`config.mk`:
```
export PLATFORM = sky130hd
export DESIGN_NAME = spi_stream_master
export DESIGN_NICKNAME = d
export VERILOG_FILES = /design/src/rtl/spi_stream_pkg.sv /design/src/rtl/spi_word_fifo.sv /design/src/rtl/spi_half_period_timer.sv /design/src/rtl/spi_shift_engine.sv /design/src/rtl/spi_stream_master.sv
export SDC_FILE = /design/constraint.sdc
export NUM_CORES = 1
export LEC_CHECK = 0
export BUFFER_PORTS_ARGS = -buffer_cell sky130_fd_sc_hd__buf_2
export CAP_MARGIN = 25
export CORE_MARGIN = 5
export CORE_UTILIZATION = 50
export CTS_BUF_LIST = sky130_fd_sc_hd__clkbuf_4 sky130_fd_sc_hd__clkbuf_8
export CTS_CLUSTER_SIZE = 40
export DETAILED_ROUTE_END_ITERATION = 8
export PLACE_DENSITY = 0.64
export SLEW_MARGIN = 0
export SYNTH_ARGS = -nofsm -noshare
export SYNTH_HDL_FRONTEND = slang
export SYNTH_HIERARCHICAL = 1
export SYNTH_SLANG_ARGS = --single-unit
```
`constraint.sdc`:
```
create_clock -name clk -period 5.9 [get_ports clk]
set_input_delay 0.885 -clock clk [delete_from_list [all_inputs] [get_ports clk]]
set_output_delay 0.885 -clock clk [all_outputs]
set_load 0.1 [all_outputs]
```
`src/rtl/spi_stream_pkg.sv`:
```
// Shared types for the streaming SPI master.
package spi_stream_pkg;
    // Sequencer phases: idle, chip-select lead, bit shifting, chip-select trail.
    typedef enum logic [1:0] {
        ST_IDLE  = 2'd0,
        ST_LEAD  = 2'd1,
        ST_SHIFT = 2'd2,
        ST_TRAIL = 2'd3
    } spi_phase_e;
endpackage

```
`src/rtl/spi_word_fifo.sv`:
```
// Show-ahead synchronous FIFO.
// rd_data always shows the oldest entry. A push while full and a pop while
// empty are both ignored. A push and a pop may occur in the same cycle.
// Assumes DEPTH >= 2.
module spi_word_fifo #(
    parameter int W     = 8,
    parameter int DEPTH = 4
) (
    input  logic         clk,
    input  logic         rst_n,
    input  logic         push,
    input  logic [W-1:0] wr_data,
    input  logic         pop,
    output logic [W-1:0] rd_data,
    output logic         full,
    output logic         empty
);
    localparam int AW = $clog2(DEPTH);
    localparam logic [AW:0]   FULL_CNT = (AW+1)'(DEPTH);
    localparam logic [AW-1:0] PTR_LAST = AW'(DEPTH-1);

    logic [W-1:0]  mem [DEPTH];
    logic [AW-1:0] wptr, rptr;
    logic [AW:0]   count;
    logic          do_wr, do_rd;

    assign full    = (count == FULL_CNT);
    assign empty   = (count == '0);
    assign do_wr   = push && !full;
    assign do_rd   = pop && !empty;
    assign rd_data = mem[rptr];

    // Storage write.
    always_ff @(posedge clk) begin
        if (do_wr) mem[wptr] <= wr_data;
    end

    // Pointer and occupancy update.
    always_ff @(posedge clk) begin
        if (!rst_n) begin
            wptr  <= '0;
            rptr  <= '0;
            count <= '0;
        end else begin
            if (do_wr) wptr <= (wptr == PTR_LAST) ? '0 : wptr + 1'b1;
            if (do_rd) rptr <= (rptr == PTR_LAST) ? '0 : rptr + 1'b1;
            case ({do_wr, do_rd})
                2'b10:   count <= count + 1'b1;
                2'b01:   count <= count - 1'b1;
                default: count <= count;
            endcase
        end
    end

    a_r9_no_overflow: assert property (@(posedge clk) disable iff (!rst_n)
        count <= FULL_CNT);
    a_r9_full_push_ignored: assert property (@(posedge clk) disable iff (!rst_n)
        (push && full && !pop) |=> $stable(count));
endmodule

```
`src/rtl/spi_half_period_timer.sv`:
```
// Half-period tick generator.
// While run is high, it pulses tick every div_half system cycles (0 acts as
// 1). It restarts from zero whenever run is low. div_half is assumed stable
// while run is high.
module spi_half_period_timer #(
    parameter int DIV_W = 8
) (
    input  logic             clk,
    input  logic             rst_n,
    input  logic             run,
    input  logic [DIV_W-1:0] div_half,
    output logic             tick
);
    logic [DIV_W-1:0] cnt;
    logic [DIV_W-1:0] div_eff;

    assign div_eff = (div_half == '0) ? DIV_W'(1) : div_half;
    assign tick    = run && (cnt == div_eff - DIV_W'(1));

    // Count system cycles within the current half period.
    always_ff @(posedge clk) begin
        if (!rst_n || !run) cnt <= '0;
        else if (tick)      cnt <= '0;
        else                cnt <= cnt + 1'b1;
    end

    a_r2_count_in_range: assert property (@(posedge clk) disable iff (!rst_n)
        cnt < div_eff);
endmodule

```
`src/rtl/spi_shift_engine.sv`:
```
// Serial sequencer.
// It drives cs_n, sclk and mosi as registers and samples miso. It fetches
// bytes from a show-ahead transmit queue and emits received bytes. Each
// state change happens on a half-period tick from the timer, with the timer
// running whenever the sequencer is not idle. Uses mode 0: mosi changes on
// the sclk fall, and miso is sampled on the sclk rise.
module spi_shift_engine
    import spi_stream_pkg::*;
#(
    parameter int W = 8
) (
    input  logic         clk,
    input  logic         rst_n,
    input  logic         tick,
    input  logic         tx_empty,
    input  logic [W-1:0] tx_word,
    output logic         tx_pop,
    input  logic         miso,
    output logic         rx_push,
    output logic [W-1:0] rx_word,
    output logic         run,
    output logic         sclk,
    output logic         mosi,
    output logic         cs_n,
    output logic         busy
);
    localparam int CW = (W > 2) ? $clog2(W) : 1;
    localparam logic [CW-1:0] LAST_BIT = CW'(W-1);

    spi_phase_e    phase;
    logic [W-1:0]  tx_sh;
    logic [W-1:0]  rx_sh;
    logic [CW-1:0] bitcnt;
    logic          rise_now, fall_now, last_bit, start_now, chain_now;

    assign run       = (phase != ST_IDLE);
    assign last_bit  = (bitcnt == LAST_BIT);
    assign rise_now  = tick && ((phase == ST_LEAD) || (phase == ST_SHIFT && !sclk));
    assign fall_now  = tick && (phase == ST_SHIFT) && sclk;
    assign start_now = (phase == ST_IDLE) && !tx_empty;
    assign chain_now = fall_now && last_bit && !tx_empty;

    // Fetch a byte at the start of a transfer or at a gapless boundary.
    always_comb begin
        tx_pop  = start_now || chain_now;
        rx_push = rise_now && last_bit;
        rx_word = {rx_sh[W-2:0], miso};
    end

    // Phase, clock, select and data registers.
    always_ff @(posedge clk) begin
        if (!rst_n) begin
            phase  <= ST_IDLE;
            sclk   <= 1'b0;
            mosi   <= 1'b0;
            cs_n   <= 1'b1;
            busy   <= 1'b0;
            tx_sh  <= '0;
            rx_sh  <= '0;
            bitcnt <= '0;
        end else begin
            case (phase)
                ST_IDLE: begin
                    if (start_now) begin
                        tx_sh  <= tx_word;
                        mosi   <= tx_word[W-1];
                        bitcnt <= '0;
                        cs_n   <= 1'b0;
                        busy   <= 1'b1;
                        phase  <= ST_LEAD;
                    end
                end
                ST_LEAD: begin
                    if (tick) begin
                        sclk  <= 1'b1;
                        rx_sh <= {rx_sh[W-2:0], miso};
                        phase <= ST_SHIFT;
                    end
                end
                ST_SHIFT: begin
                    if (rise_now) begin
                        sclk  <= 1'b1;
                        rx_sh <= {rx_sh[W-2:0], miso};
                    end else if (fall_now) begin
                        sclk <= 1'b0;
                        if (!last_bit) begin
                            bitcnt <= bitcnt + 1'b1;
                            tx_sh  <= tx_sh << 1;
                            mosi   <= tx_sh[W-2];
                        end else if (chain_now) begin
                            bitcnt <= '0;
                            tx_sh  <= tx_word;
                            mosi   <= tx_word[W-1];
                        end else begin
                            phase <= ST_TRAIL;
                        end
                    end
                end
                ST_TRAIL: begin
                    if (tick) begin
                        cs_n  <= 1'b1;
                        busy  <= 1'b0;
                        phase <= ST_IDLE;
                    end
                end
                default: phase <= ST_IDLE;
            endcase
        end
    end

    a_r2_idle_clock_low: assert property (@(posedge clk) disable iff (!rst_n)
        cs_n |-> !sclk);
    a_r3_select_leads_clock: assert property (@(posedge clk) disable iff (!rst_n)
        $rose(sclk) |-> $past(!cs_n));
    a_r3_select_not_with_edge: assert property (@(posedge clk) disable iff (!rst_n)
        $fell(cs_n) |-> !sclk);
    a_r4_mosi_steady_high: assert property (@(posedge clk) disable iff (!rst_n)
        sclk |-> $stable(mosi));
    a_r5_push_on_rise: assert property (@(posedge clk) disable iff (!rst_n)
        rx_push |=> $rose(sclk));
    a_r7_trail_clock_low: assert property (@(posedge clk) disable iff (!rst_n)
        (phase == ST_TRAIL) |-> !sclk);
endmodule

```
`src/rtl/spi_stream_master.sv`:
```
// Top level of the streaming SPI master.
// It ties together the transmit queue, the receive queue, the half-period
// timer and the serial sequencer. Everything runs on clk. sclk is a register
// output, never a gated clock.
module spi_stream_master #(
    parameter int DATA_W   = 8,
    parameter int TX_DEPTH = 4,
    parameter int RX_DEPTH = 8,
    parameter int DIV_W    = 8
) (
    input  logic              clk,
    input  logic              rst_n,
    input  logic [DIV_W-1:0]  div_half,
    input  logic [DATA_W-1:0] tx_data,
    input  logic              tx_push,
    output logic              tx_full,
    output logic [DATA_W-1:0] rx_data,
    input  logic              rx_pop,
    output logic              rx_empty,
    output logic              sclk,
    output logic              mosi,
    input  logic              miso,
    output logic              cs_n,
    output logic              busy
);
    logic              tx_empty, tx_pop, rx_push, rx_full, run, tick;
    logic [DATA_W-1:0] tx_word, rx_word;

    spi_word_fifo #(.W(DATA_W), .DEPTH(TX_DEPTH)) u_tx_q (
        .clk(clk), .rst_n(rst_n), .push(tx_push), .wr_data(tx_data),
        .pop(tx_pop), .rd_data(tx_word), .full(tx_full), .empty(tx_empty)
    );

    spi_word_fifo #(.W(DATA_W), .DEPTH(RX_DEPTH)) u_rx_q (
        .clk(clk), .rst_n(rst_n), .push(rx_push), .wr_data(rx_word),
        .pop(rx_pop), .rd_data(rx_data), .full(rx_full), .empty(rx_empty)
    );

    spi_half_period_timer #(.DIV_W(DIV_W)) u_timer (
        .clk(clk), .rst_n(rst_n), .run(run), .div_half(div_half), .tick(tick)
    );

    spi_shift_engine #(.W(DATA_W)) u_engine (
        .clk(clk), .rst_n(rst_n), .tick(tick), .tx_empty(tx_empty),
        .tx_word(tx_word), .tx_pop(tx_pop), .miso(miso), .rx_push(rx_push),
        .rx_word(rx_word), .run(run), .sclk(sclk), .mosi(mosi),
        .cs_n(cs_n), .busy(busy)
    );

    a_r6_fetch_on_fall: assert property (@(posedge clk) disable iff (!rst_n)
        (tx_pop && !cs_n) |=> $fell(sclk));
    a_r10_rx_no_overflow: assert property (@(posedge clk) disable iff (!rst_n)
        (rx_full && rx_push && !rx_pop) |=> rx_full);
endmodule

```
==> run summary <==
synthesis-to-finish area growth: 11.5%
CTS tree: built
Peak supply drop: 0.252 mV
Final Hold Viols: 0
worst slack at placement: 1.00 ns
placed insts: 664
top-count cell post-synth: edfxtp_1
Fill cells: 1077
critical path startpoint category: input pin
hold_buf cts: 0
Post-Synthesis Net Count: 513
RSZ-0062 raised after global routing: no
max-slew violation count: 0
vias per cell: 5.37
PwrDens: 368 nW/µm²
most used flip-flop cell after synthesis: edfxtp_1
vias: 3733
number of global-route vias before repair: 3747
core area: 13100 µm²
Netlist cell types: 54
Diodes inserted: 0
fmax: 223 MHz
clock-pin slew on the worst setup and hold paths: 0.08 ns
FFs w/ async S/R, synth: 0%
Syn Inst Count: 470
fin crit period: 4.48 ns
top cell type's share of synthesized area: 43.6%
final core occ: 56.3%
worst min path class: flip-flop to flip-flop
first-pass GRT wire length: 18600 µm
clock sinks: 149
Post-Route WL: 11100 µm
grt ovf: 0
met1 Use GR: 17.6%
GR Util met2: 26.1%
Clock Latency Late Sink: 0.43 ns
number of flops mapped to enable cells by yosys: 96
area of the multi-input gates: 2480 µm²
die area: 15600 µm²
Final WS setup: 1.42 ns
initial antenna violation count: 0
layout cells sized above 1: 22.0%
DP HPWL: 7430 µm
synth cell count leaders: edfxtp_1, dfxtp_1, nand2_1
Initial DRC Count: 279
Clock Tree Root: clkbuf_8
setup-violating endpoint count in the final report: 0
Worst slew margin: 40.0%
postcts setup bufs: 0
Die Height: 125 µm
Final period util: 76.0%
num rows: 42
final setup TNS: 0 ns
H-tree lvl count: 4
Syn Area/Cell: 14.1 µm²
top area cells in the synthesized netlist: edfxtp_1, dfxtp_1, mux4_2, ha_1, mux2i_1
layer with the highest usage: met2
GPL Wtd Cong: 0.811
Antenna Nets Post-Route: 0
P_leak: 2.69 nW
Non-Filler Instances: 695
#FFs+latches synth: 149
status: complete, no violations
CTS max path bufs: 2
Buffers on Ports: 34
total of max-cap violations: 0
final worst clock skew: 0.0104 ns
Worst Path Max Fanout: 19
Seq. cell area: 3940 µm²
initial core utilization: 50.5%
worst-margin pin slew: 0.896 ns
sequential fraction of the synthesis area: 59.7%
synthesized area: 6610 µm²
total track usage: 15.1%
WP data required: 6.27 ns
TritonRoute pass-1 iters: 4
detailed-route wire length per cell: 16.0 µm
chip width: 125 µm
YS warnings: 6
met3 Use GR: 4.86%
CTS Buf Count: 17
Post-route DRC: 0
largest net degree at the start of global routing: 54
worst path arrival time: 4.85 ns
Net count, final: 550
# IOs: 35
crit path kind: input pin to flip-flop
post-cts sizing count: 0
dominant cell type by area after synthesis: edfxtp_1
Critical Path Sink Type: flip-flop
sequential cells by signal, indices dropped and copies added (netlist names), named ones only:
register         count
u_rx_q/mem          64
u_engine/bitcnt      3
u_rx_q/count         4
u_rx_q/wptr          3
u_rx_q/rptr          3
u_engine/busy        1
u_engine/cs_n        1
u_tx_q/wptr          2
u_engine/sclk        1
u_timer/cnt          8
u_engine/tx_sh       7
u_engine/phase       2
u_tx_q/rptr          2
u_engine/mosi        1
u_engine/rx_sh       7
u_tx_q/count         3
u_tx_q/mem          32
placed cells by master (no fill, tap or decap), types with 4 or more instances in the layout:
cell type	instances
o211a_1	8
o21ai_0	10
bufinv_16	4
xnor2_1	7
nand2b_1	9
buf_2	34
buf_4	6
a21boi_1	4
mux2i_1	24
nor2_1	11
nor3b_1	4
dfxtp_1	53
inv_1	16
nand3_1	17
mux2_2	8
edfxtp_1	96
clkbuf_8	17
nor3_1	18
nor2b_1	14
a21oi_1	13
nand2_1	28
mux4_2	24
ha_1	21
xor2_1	13
nor4_1	4
and2_1	8
kinds of logic after synthesis:
group | Yosys count | share of synthesized area [%]
AND/OR/NAND/NOR | 132 | 10.8
multiplexers | 56 | 13.2
adder cells (fa/ha/maj) | 22 | 4.28
buffers and inverters | 39 | 2.88
flip-flops | 149 | 59.7
XOR/XNOR | 20 | 2.65
AO/OA/AOI/OAI | 52 | 6.55
critical path: stages:
cell	delay, ns
buf_2	0.14
nor4_1	0.45
a21oi_1	0.16
ha_1	0.25
nor3b_1	0.16
xnor2_1	0.14
nand3_1	0.14
a2111oi_4	0.20
buf_4	0.29
o21ai_4	0.15
nor2_1	0.16
a21bo_1	0.34
ha_1	0.32
xor2_1	0.17
ha_1	0.20
a21oi_1	0.14
xor2_1	0.09
or3_1	0.31
a21boi_1	0.14
metal layers:
layer  wire length [µm]  share of wire [%]
met2               5880                 53
met1               4730                 42
met5                  0                  0
met3                420                3.8
met4                102               0.92
path summary, 6_finish.rpt:
path / start / slack, ns / to / cells after the start
max: div_half[2] / 1.42 / u_rx_q/count[2] / 19
min: u_engine/bitcnt[2] / 0.47 / u_engine/bitcnt[2] / 2
max reg2reg: u_timer/cnt[5] / 2.07 / u_rx_q/count[2] / 15
min reg2reg: u_engine/bitcnt[2] / 0.47 / u_engine/bitcnt[2] / 2
final cells by class:
cell class              count  share of cell area [%]
clock buffers              19                    3.38
well taps                 176                    2.99
multi-input cells         282                    33.6
clock inverters            12                    2.43
repair buffers             41                    3.29
flip-flops and latches    149                    53.5
inverters                  16                   0.815
power by group:
group	switching, mW	total [mW]	internal [mW]
sequential	0.0694	1.25	1.18
clock	0.363	0.833	0.469
combinational	0.387	0.631	0.243
per-stage QoR:
stage / hold slack [ns] / cell area, µm² / power, mW
floorplan: 0.434 / 6610 / 1.82
global placement: 0.446 / 6920 / 1.89
detailed placement: 0.463 / 6940 / 1.91
CTS: 0.474 / 7370 / 2.75
global route: 0.506 / 7370 / 2.88
finish: 0.468 / 7370 / 2.72
Power figures use the tool's default switching activity.
